### config.mk
export PLATFORM = sky130hd
export DESIGN_NAME = mem_map_decoder
export DESIGN_NICKNAME = d
export VERILOG_FILES = /design/src/rtl/mmd_pkg.sv /design/src/rtl/mmd_timed_access.sv /design/src/rtl/mmd_cfg.sv /design/src/rtl/mmd_fetch_dec.sv /design/src/rtl/mmd_data_dec.sv /design/src/rtl/mem_map_decoder.sv
export SDC_FILE = /design/constraint.sdc
export NUM_CORES = 1
export LEC_CHECK = 0
export ABC_AREA = 1
export BUFFER_PORTS_ARGS = -buffer_cell sky130_fd_sc_hd__buf_2
export CELL_PAD_IN_SITES_DETAIL_PLACEMENT = 1
export CELL_PAD_IN_SITES_GLOBAL_PLACEMENT = 1
export CORE_MARGIN = 4
export CORE_UTILIZATION = 23
export DETAILED_ROUTE_END_ITERATION = 6
export GPL_TIMING_DRIVEN = 0
export PLACE_DENSITY_LB_ADDON = 0.12
export REMOVE_ABC_BUFFERS = 1
export SLEW_MARGIN = 20
export SYNTH_ARGS = -nofsm -noshare
export SYNTH_HDL_FRONTEND = slang
export SYNTH_SLANG_ARGS = --single-unit
### constraint.sdc
create_clock -name clk -period 4 [get_ports clk]
set_clock_uncertainty 0.15 [all_clocks]
set_input_delay 1.2 -clock clk [delete_from_list [all_inputs] [get_ports clk]]
set_output_delay 1.2 -clock clk [all_outputs]
set_load 0.05 [all_outputs]
### src/rtl/mmd_pkg.sv
package mmd_pkg;
  localparam int ADDR_W = 16;

  typedef enum logic [1:0] {
    SEL_UNLOCK = 2'b00,
    SEL_ROM    = 2'b01,
    SEL_DME    = 2'b10,
    SEL_NONE   = 2'b11
  } reg_sel_e;

  localparam logic [2:0] ROM_CODE_MAX   = 3'd5;
  localparam logic [2:0] ROM_CODE_RESET = 3'd5;
  localparam logic [1:0] DME_OFF        = 2'b00;
  localparam logic [1:0] DME_SRAM_EXT   = 2'b01;
  localparam logic [1:0] DME_RSVD       = 2'b10;
  localparam logic [1:0] DME_SRAM_STAT  = 2'b11;

  // Limit in bytes: code 0 -> 0, code c -> 2^(KB_SHIFT + c - 1)
  function automatic logic [ADDR_W:0] rom_limit(input logic [2:0] code, input int kb_shift);
    logic [ADDR_W:0] lim;
    lim = '0;
    if (code != 3'd0 && code <= ROM_CODE_MAX)
      lim = (ADDR_W+1)'(1) << (kb_shift + int'(code) - 1);
    return lim;
  endfunction
endpackage

### src/rtl/mmd_timed_access.sv
module mmd_timed_access
  import mmd_pkg::*;
#(
  parameter int          WIN_CYCLES = 3,
  parameter logic [7:0]  KEY_FIRST  = 8'hAA,
  parameter logic [7:0]  KEY_SECOND = 8'h55
) (
  input  logic       clk,
  input  logic       rst_n,
  input  logic       wr,
  input  logic [1:0] sel,
  input  logic [7:0] wdata,
  output logic       win_open
);
  localparam int CNT_W = $clog2(WIN_CYCLES + 1);

  logic             armed_q;
  logic [CNT_W-1:0] cnt_q;
  logic             unlock_wr, rom_wr;

  assign unlock_wr = wr && (sel == SEL_UNLOCK);
  assign rom_wr    = wr && (sel == SEL_ROM);
  assign win_open  = (cnt_q != '0);

  always_ff @(posedge clk or negedge rst_n) begin
    if (!rst_n) begin
      armed_q <= 1'b0;
      cnt_q   <= '0;
    end else begin
      armed_q <= unlock_wr && (wdata == KEY_FIRST);
      if (unlock_wr && armed_q && (wdata == KEY_SECOND))
        cnt_q <= CNT_W'(WIN_CYCLES);
      else if (unlock_wr || (rom_wr && win_open))
        cnt_q <= '0;
      else if (win_open)
        cnt_q <= cnt_q - 1'b1;
    end
  end

  assert_win_len_R9: assert property (@(posedge clk) disable iff (!rst_n)
    cnt_q <= CNT_W'(WIN_CYCLES));
  assert_win_key_R9: assert property (@(posedge clk) disable iff (!rst_n)
    $rose(win_open) |-> $past(unlock_wr && wdata == KEY_SECOND && armed_q));
endmodule

### src/rtl/mmd_cfg.sv
module mmd_cfg
  import mmd_pkg::*;
(
  input  logic       clk,
  input  logic       rst_n,
  input  logic       wr,
  input  logic [1:0] sel,
  input  logic [7:0] wdata,
  input  logic       win_open,
  output logic [2:0] rom_code,
  output logic [1:0] dme_code
);
  logic rom_take, dme_take;

  assign rom_take = wr && (sel == SEL_ROM) && win_open && (wdata[2:0] <= ROM_CODE_MAX);
  assign dme_take = wr && (sel == SEL_DME) && (wdata[1:0] != DME_RSVD);

  always_ff @(posedge clk or negedge rst_n) begin
    if (!rst_n) begin
      rom_code <= ROM_CODE_RESET;
      dme_code <= DME_OFF;
    end else begin
      if (rom_take) rom_code <= wdata[2:0];
      if (dme_take) dme_code <= wdata[1:0];
    end
  end

  assert_rom_guard_R9: assert property (@(posedge clk) disable iff (!rst_n)
    (rom_code != $past(rom_code)) |-> $past(win_open && wr && sel == SEL_ROM));
  assert_rom_valid_R10: assert property (@(posedge clk) disable iff (!rst_n)
    rom_code <= ROM_CODE_MAX);
  assert_dme_valid_R8: assert property (@(posedge clk) disable iff (!rst_n)
    dme_code != DME_RSVD);
endmodule

### src/rtl/mmd_fetch_dec.sv
module mmd_fetch_dec
  import mmd_pkg::*;
#(
  parameter int KB_SHIFT = 10
) (
  input  logic              clk,
  input  logic              rst_n,
  input  logic              ext_access_n,
  input  logic [ADDR_W-1:0] addr,
  input  logic [2:0]        rom_code,
  output logic              f_int,
  output logic              f_ext,
  output logic              psen_n
);
  logic [ADDR_W:0] limit;

  always_comb begin
    limit  = rom_limit(rom_code, KB_SHIFT);
    f_int  = ext_access_n && ({1'b0, addr} < limit);
    f_ext  = !f_int;
    psen_n = f_int;
  end

  assert_int_in_rom_R1: assert property (@(posedge clk) disable iff (!rst_n)
    f_int |-> ({1'b0, addr} < ((ADDR_W+1)'(1) << (KB_SHIFT + 4))));
  assert_onehot_fetch_R11: assert property (@(posedge clk) disable iff (!rst_n)
    $onehot({f_int, f_ext}));
endmodule

### src/rtl/mmd_data_dec.sv
module mmd_data_dec
  import mmd_pkg::*;
#(
  parameter int                SRAM_BYTES  = 1024,
  parameter logic [ADDR_W-1:0] STATUS_ADDR = 16'hFFFC
) (
  input  logic              clk,
  input  logic              rst_n,
  input  logic [ADDR_W-1:0] addr,
  input  logic [1:0]        dme_code,
  input  logic [2:0]        lock_bits,
  output logic              d_sram,
  output logic              d_ext,
  output logic              d_lock,
  output logic              d_none,
  output logic [7:0]        lock_byte
);
  localparam logic [ADDR_W:0] SRAM_TOP = (ADDR_W+1)'(SRAM_BYTES);

  logic in_sram;

  always_comb begin
    in_sram = ({1'b0, addr} < SRAM_TOP);
    d_sram  = 1'b0;
    d_ext   = 1'b0;
    d_lock  = 1'b0;
    d_none  = 1'b0;
    unique case (dme_code)
      DME_SRAM_EXT: begin
        d_sram = in_sram;
        d_ext  = !in_sram;
      end
      DME_SRAM_STAT: begin
        d_sram = in_sram;
        d_lock = !in_sram && (addr == STATUS_ADDR);
        d_none = !in_sram && (addr != STATUS_ADDR);
      end
      default: d_ext = 1'b1;
    endcase
    lock_byte = d_lock ? {5'b0, lock_bits} : 8'h00;
  end

  assert_onehot_data_R11: assert property (@(posedge clk) disable iff (!rst_n)
    $onehot({d_sram, d_ext, d_lock, d_none}));
  assert_no_ext_in_stat_R7: assert property (@(posedge clk) disable iff (!rst_n)
    (dme_code == DME_SRAM_STAT) |-> !d_ext);
endmodule

### src/rtl/mem_map_decoder.sv
module mem_map_decoder
  import mmd_pkg::*;
#(
  parameter int WIN_CYCLES = 3,
  parameter int KB_SHIFT   = 10,
  parameter int SRAM_BYTES = 1024
) (
  input  logic        clk,
  input  logic        rst_n,
  input  logic        ext_access_n,
  input  logic [15:0] fetch_addr,
  input  logic [15:0] data_addr,
  input  logic [2:0]  lock_bits,
  input  logic        reg_wr,
  input  logic [1:0]  reg_sel,
  input  logic [7:0]  reg_wdata,
  output logic        fetch_int,
  output logic        fetch_ext,
  output logic        psen_n,
  output logic        data_sram,
  output logic        data_ext,
  output logic        data_lock,
  output logic        data_none,
  output logic [7:0]  lock_byte
);
  logic       win_open;
  logic [2:0] rom_code;
  logic [1:0] dme_code;

  mmd_timed_access #(.WIN_CYCLES(WIN_CYCLES)) u_ta (
    .clk(clk), .rst_n(rst_n), .wr(reg_wr), .sel(reg_sel), .wdata(reg_wdata),
    .win_open(win_open)
  );

  mmd_cfg u_cfg (
    .clk(clk), .rst_n(rst_n), .wr(reg_wr), .sel(reg_sel), .wdata(reg_wdata),
    .win_open(win_open), .rom_code(rom_code), .dme_code(dme_code)
  );

  mmd_fetch_dec #(.KB_SHIFT(KB_SHIFT)) u_fetch (
    .clk(clk), .rst_n(rst_n), .ext_access_n(ext_access_n), .addr(fetch_addr),
    .rom_code(rom_code), .f_int(fetch_int), .f_ext(fetch_ext), .psen_n(psen_n)
  );

  mmd_data_dec #(.SRAM_BYTES(SRAM_BYTES)) u_data (
    .clk(clk), .rst_n(rst_n), .addr(data_addr), .dme_code(dme_code),
    .lock_bits(lock_bits), .d_sram(data_sram), .d_ext(data_ext),
    .d_lock(data_lock), .d_none(data_none), .lock_byte(lock_byte)
  );

  assert_extpin_R4: assert property (@(posedge clk) disable iff (!rst_n)
    !ext_access_n |-> (fetch_ext && !psen_n));
  assert_reset_map_R2: assert property (@(posedge clk) disable iff (!rst_n)
    $rose(rst_n) |-> (dme_code == DME_OFF));
endmodule

==> impl_metrics.env <==
export IMPL_synthDistinctLibCells=21
export IMPL_wl_per_cell_um=10.4
export IMPL_drt_initial_drc_count=14
export IMPL_ios=64
export IMPL_yosys_top_cells_area="ha_1 (21%), nand2_1 (16%), dfrtp_1 (14%)"
export IMPL_async_reset_ff_share_pct=100
export IMPL_nets=309
export IMPL_drive_gt1_share_pct=34.2
export IMPL_cts_root_buf="clkbuf_8"
export IMPL_p_per_area_nw_per_um2=461
export IMPL_netlist_area_sq_um=1100
export IMPL_synth_top_cells_by_count="nand2_1 (47), inv_1 (24), nor2_1 (20)"
export IMPL_n_fill_cell=610
export IMPL_synth_top_family_by_area="simple AND/OR/NAND/NOR gates"
export IMPL_drc=0
export IMPL_ant_nets=0
export IMPL_path_clk_slew_ns=0.04
export IMPL_cts_sinks=8
export IMPL_clk_path_buf_depth=2
export IMPL_synthCells=174
export IMPL_hold_path_class="register to register"
export IMPL_finalSetupTns_ns=0
export IMPL_rows=24
export IMPL_fin_crit_sh_pct=96.4
export IMPL_place_congestion=0.674
export IMPL_core_area_sq_um=4470
export IMPL_path_depth=15
export IMPL_hpwl_um=2670
export IMPL_crit_family="compound AO/OA/AOI/OAI gates"
export IMPL_startpoint_type="register"
export IMPL_synth_compound_area_share_pct=8.21
export IMPL_grt_start_max_net_pins=9
export IMPL_setup_viol=0
export IMPL_synth_fa_ha_area_share_pct=20.5
export IMPL_vias=1256
export IMPL_rsz0062_at_grt="true"
export IMPL_yosysTopAreaCell="ha_1"
export IMPL_status="complete, no violations"
export IMPL_ys_seq_area_share_pct=18.5
export IMPL_synth_xor_area_share_pct=0
export IMPL_synth_top_cell_area_share_pct=20.5
export IMPL_utilization_pct=34.5
export IMPL_synth_edff_count=0
export IMPL_numCtsBuffers=3
export IMPL_end_kind="output port"
export IMPL_grt_pass1_vias=1214
export IMPL_drv_slew=0
export IMPL_area_delta_synth_final_pct=40.6
export IMPL_hold_path_depth=2
export IMPL_cts_hold_fix_buffers=0
export IMPL_critPathKind="register to output port"
export IMPL_drv_cap=0
export IMPL_cts_tree="yes"
export IMPL_fp_dieW_um=77.1
export IMPL_place_area_sq_um=1440
export IMPL_crit_arrival_ns=2.50
export IMPL_worstPathRequired_ns=2.65
export IMPL_wl_um=3030
export IMPL_worstPathMaxFanout=3
export IMPL_yosys_warnings=0
export IMPL_finalCriticalPeriod_ns=3.85
export IMPL_ys_flop_type="dfrtp_1"
export IMPL_hold_viol=0
export IMPL_yosys_mux_area_fraction_pct=0
export IMPL_port_buffer_count=57
export IMPL_antenna_found_initial=0
export IMPL_grt_pass1_wl_um=4970
export IMPL_ir_drop_uv=193
export IMPL_synth_seq_cells=8
export IMPL_reg2reg_depth=7
export IMPL_yosysMostFrequentCell="nand2_1"
export IMPL_cp_cell_sequence="inv_2, ha_1, a21oi_2, nand2_1, nand2_2, o21ai_2, nor2_4, nand2_1, ha_4, nand2_2, inv_1, a21oi_1, nand3_1, a21oi_2, buf_6"
export IMPL_fin_area_sq_um=1540
export IMPL_die_y_um=77.1
export IMPL_initial_core_util_pct=24.5
export IMPL_diodes=0
export IMPL_synthSimpleGateAreaFrac_pct=38.4
export IMPL_grt_ovfl_total=0
export IMPL_drt_pass1_iterations=4
export IMPL_fmax_mhz=259
export IMPL_cts_htree_levels=1
export IMPL_via_per_inst=4.30
export IMPL_dp_cells=287
export IMPL_track_usage_pct=9.67
export IMPL_final_cells=292
export IMPL_cp_slowest_cell="dfrtp_1"
export IMPL_insertion_delay_ns=0.23
export IMPL_cp_num_buf_inv=3
export IMPL_p_leak_nw=0.878
export IMPL_syn_avg_cell_area_sq_um=6.31
export IMPL_cp_slowest_stage_delay_ns=0.38
export IMPL_die_area_sq_um=5940
[worst paths after layout]
check | slack [ns] | endpoint | startpoint
worst max register to register | 2.53 | u_cfg.rom_code[0] | u_ta.cnt_q[0]
max in group asynchronous | 2.79 | u_cfg.rom_code[0] | rst_n
worst min-delay path | 0.32 | u_ta.cnt_q[0] | u_ta.cnt_q[0]
worst max-delay path | 0.15 | psen_n | u_cfg.rom_code[1]
worst min register to register | 0.32 | u_ta.cnt_q[0] | u_ta.cnt_q[0]
min in group asynchronous | 0.66 | u_ta.cnt_q[1] | rst_n
[metrics by stage]
| stage | power, mW | worst slack (ns) | hold WS, ns |
|---|---|---|---|
| 4_1_cts | 0.694 | 0.0412 | 0.337 |
| 5_1_grt | 0.793 | -0.0401 | 0.378 |
| 2_1_floorplan | 0.475 | -0.660 | 0.299 |
| 3_3_place_gp | 0.579 | 0.190 | 0.311 |
| 6_report | 0.710 | 0.146 | 0.324 |
| 3_5_place_dp | 0.583 | 0.176 | 0.327 |
[logic make-up (layout without fill, tap and decap cells)]
family,after synthesis,count (layout)
and+or+nand+nor,96,96
buffers and inverters,34,90
other,2,12
adders and majority gates,18,18
AOI/OAI and AO/OA,16,16
DFF,8,8
[where the power goes]
part	internal (mW)	leakage (nW)	switching, mW	total, mW
logic	0.182	0.761	0.290	0.472
registers	0.118	0.0951	0.0252	0.143
clock network	0.0651	0.0216	0.0310	0.0961
[layer usage]
layer	GRT usage, %	wire length, um	up-vias
met5	0	0	-
met4	1.07	0	0
met3	2.81	174	0
met2	17.0	1530	27
met1	12.0	1330	560
li1	-	-	669
[registers in the layout (all words and copies together), names as in the netlist]
| signal | count |
|---|---|
| u_cfg.dme_code | 2 |
| u_ta.cnt_q | 2 |
| u_ta.armed_q | 1 |
| u_cfg.rom_code | 3 |
[cells in the final DEF (no fill, tap or decap)]
cell,netlist,routed
nand4_1,5,5
nand2_1,47,45
nand2_2,1,3
a21oi_1,9,7
o21bai_1,1,1
buf_4,6,2
nor3_1,4,4
nor2_2,3,4
nand3_1,12,12
buf_6,0,3
ha_1,18,17
buf_2,0,54
o21ai_1,4,4
clkbuf_8,0,3
inv_2,4,5
conb_1,2,12
inv_1,24,23
nor2_1,20,19
nand3b_1,3,3
nor2_4,1,1
a21oi_2,1,3
o21ai_2,1,1
ha_4,0,1
dfstp_2,2,2
dfrtp_1,6,6
[worst min-delay path, cell delays in order (launching register included)]
cell     delay, ns
dfrtp_1       0.33
nand2_1       0.05
nand2_1       0.06
[repair_timing]
action                                  in CTS  in global routing
pin swaps                                    0                  3
gates resized for setup                      2                 12
setup buffers                                1                  1
endpoints found under the setup margin       3                  3
[final cells by class]
class / count / area (sq um) / area share [%]
clock buffers: 3 / 41.3 / 2.68
inverters: 28 / 105 / 6.81
multi-input cells: 142 / 810 / 52.5
flip-flops and latches: 8 / 203 / 13.1
well taps: 52 / 65.1 / 4.22
repair buffers: 59 / 319 / 20.7
(Power assumes the default switching activity.)
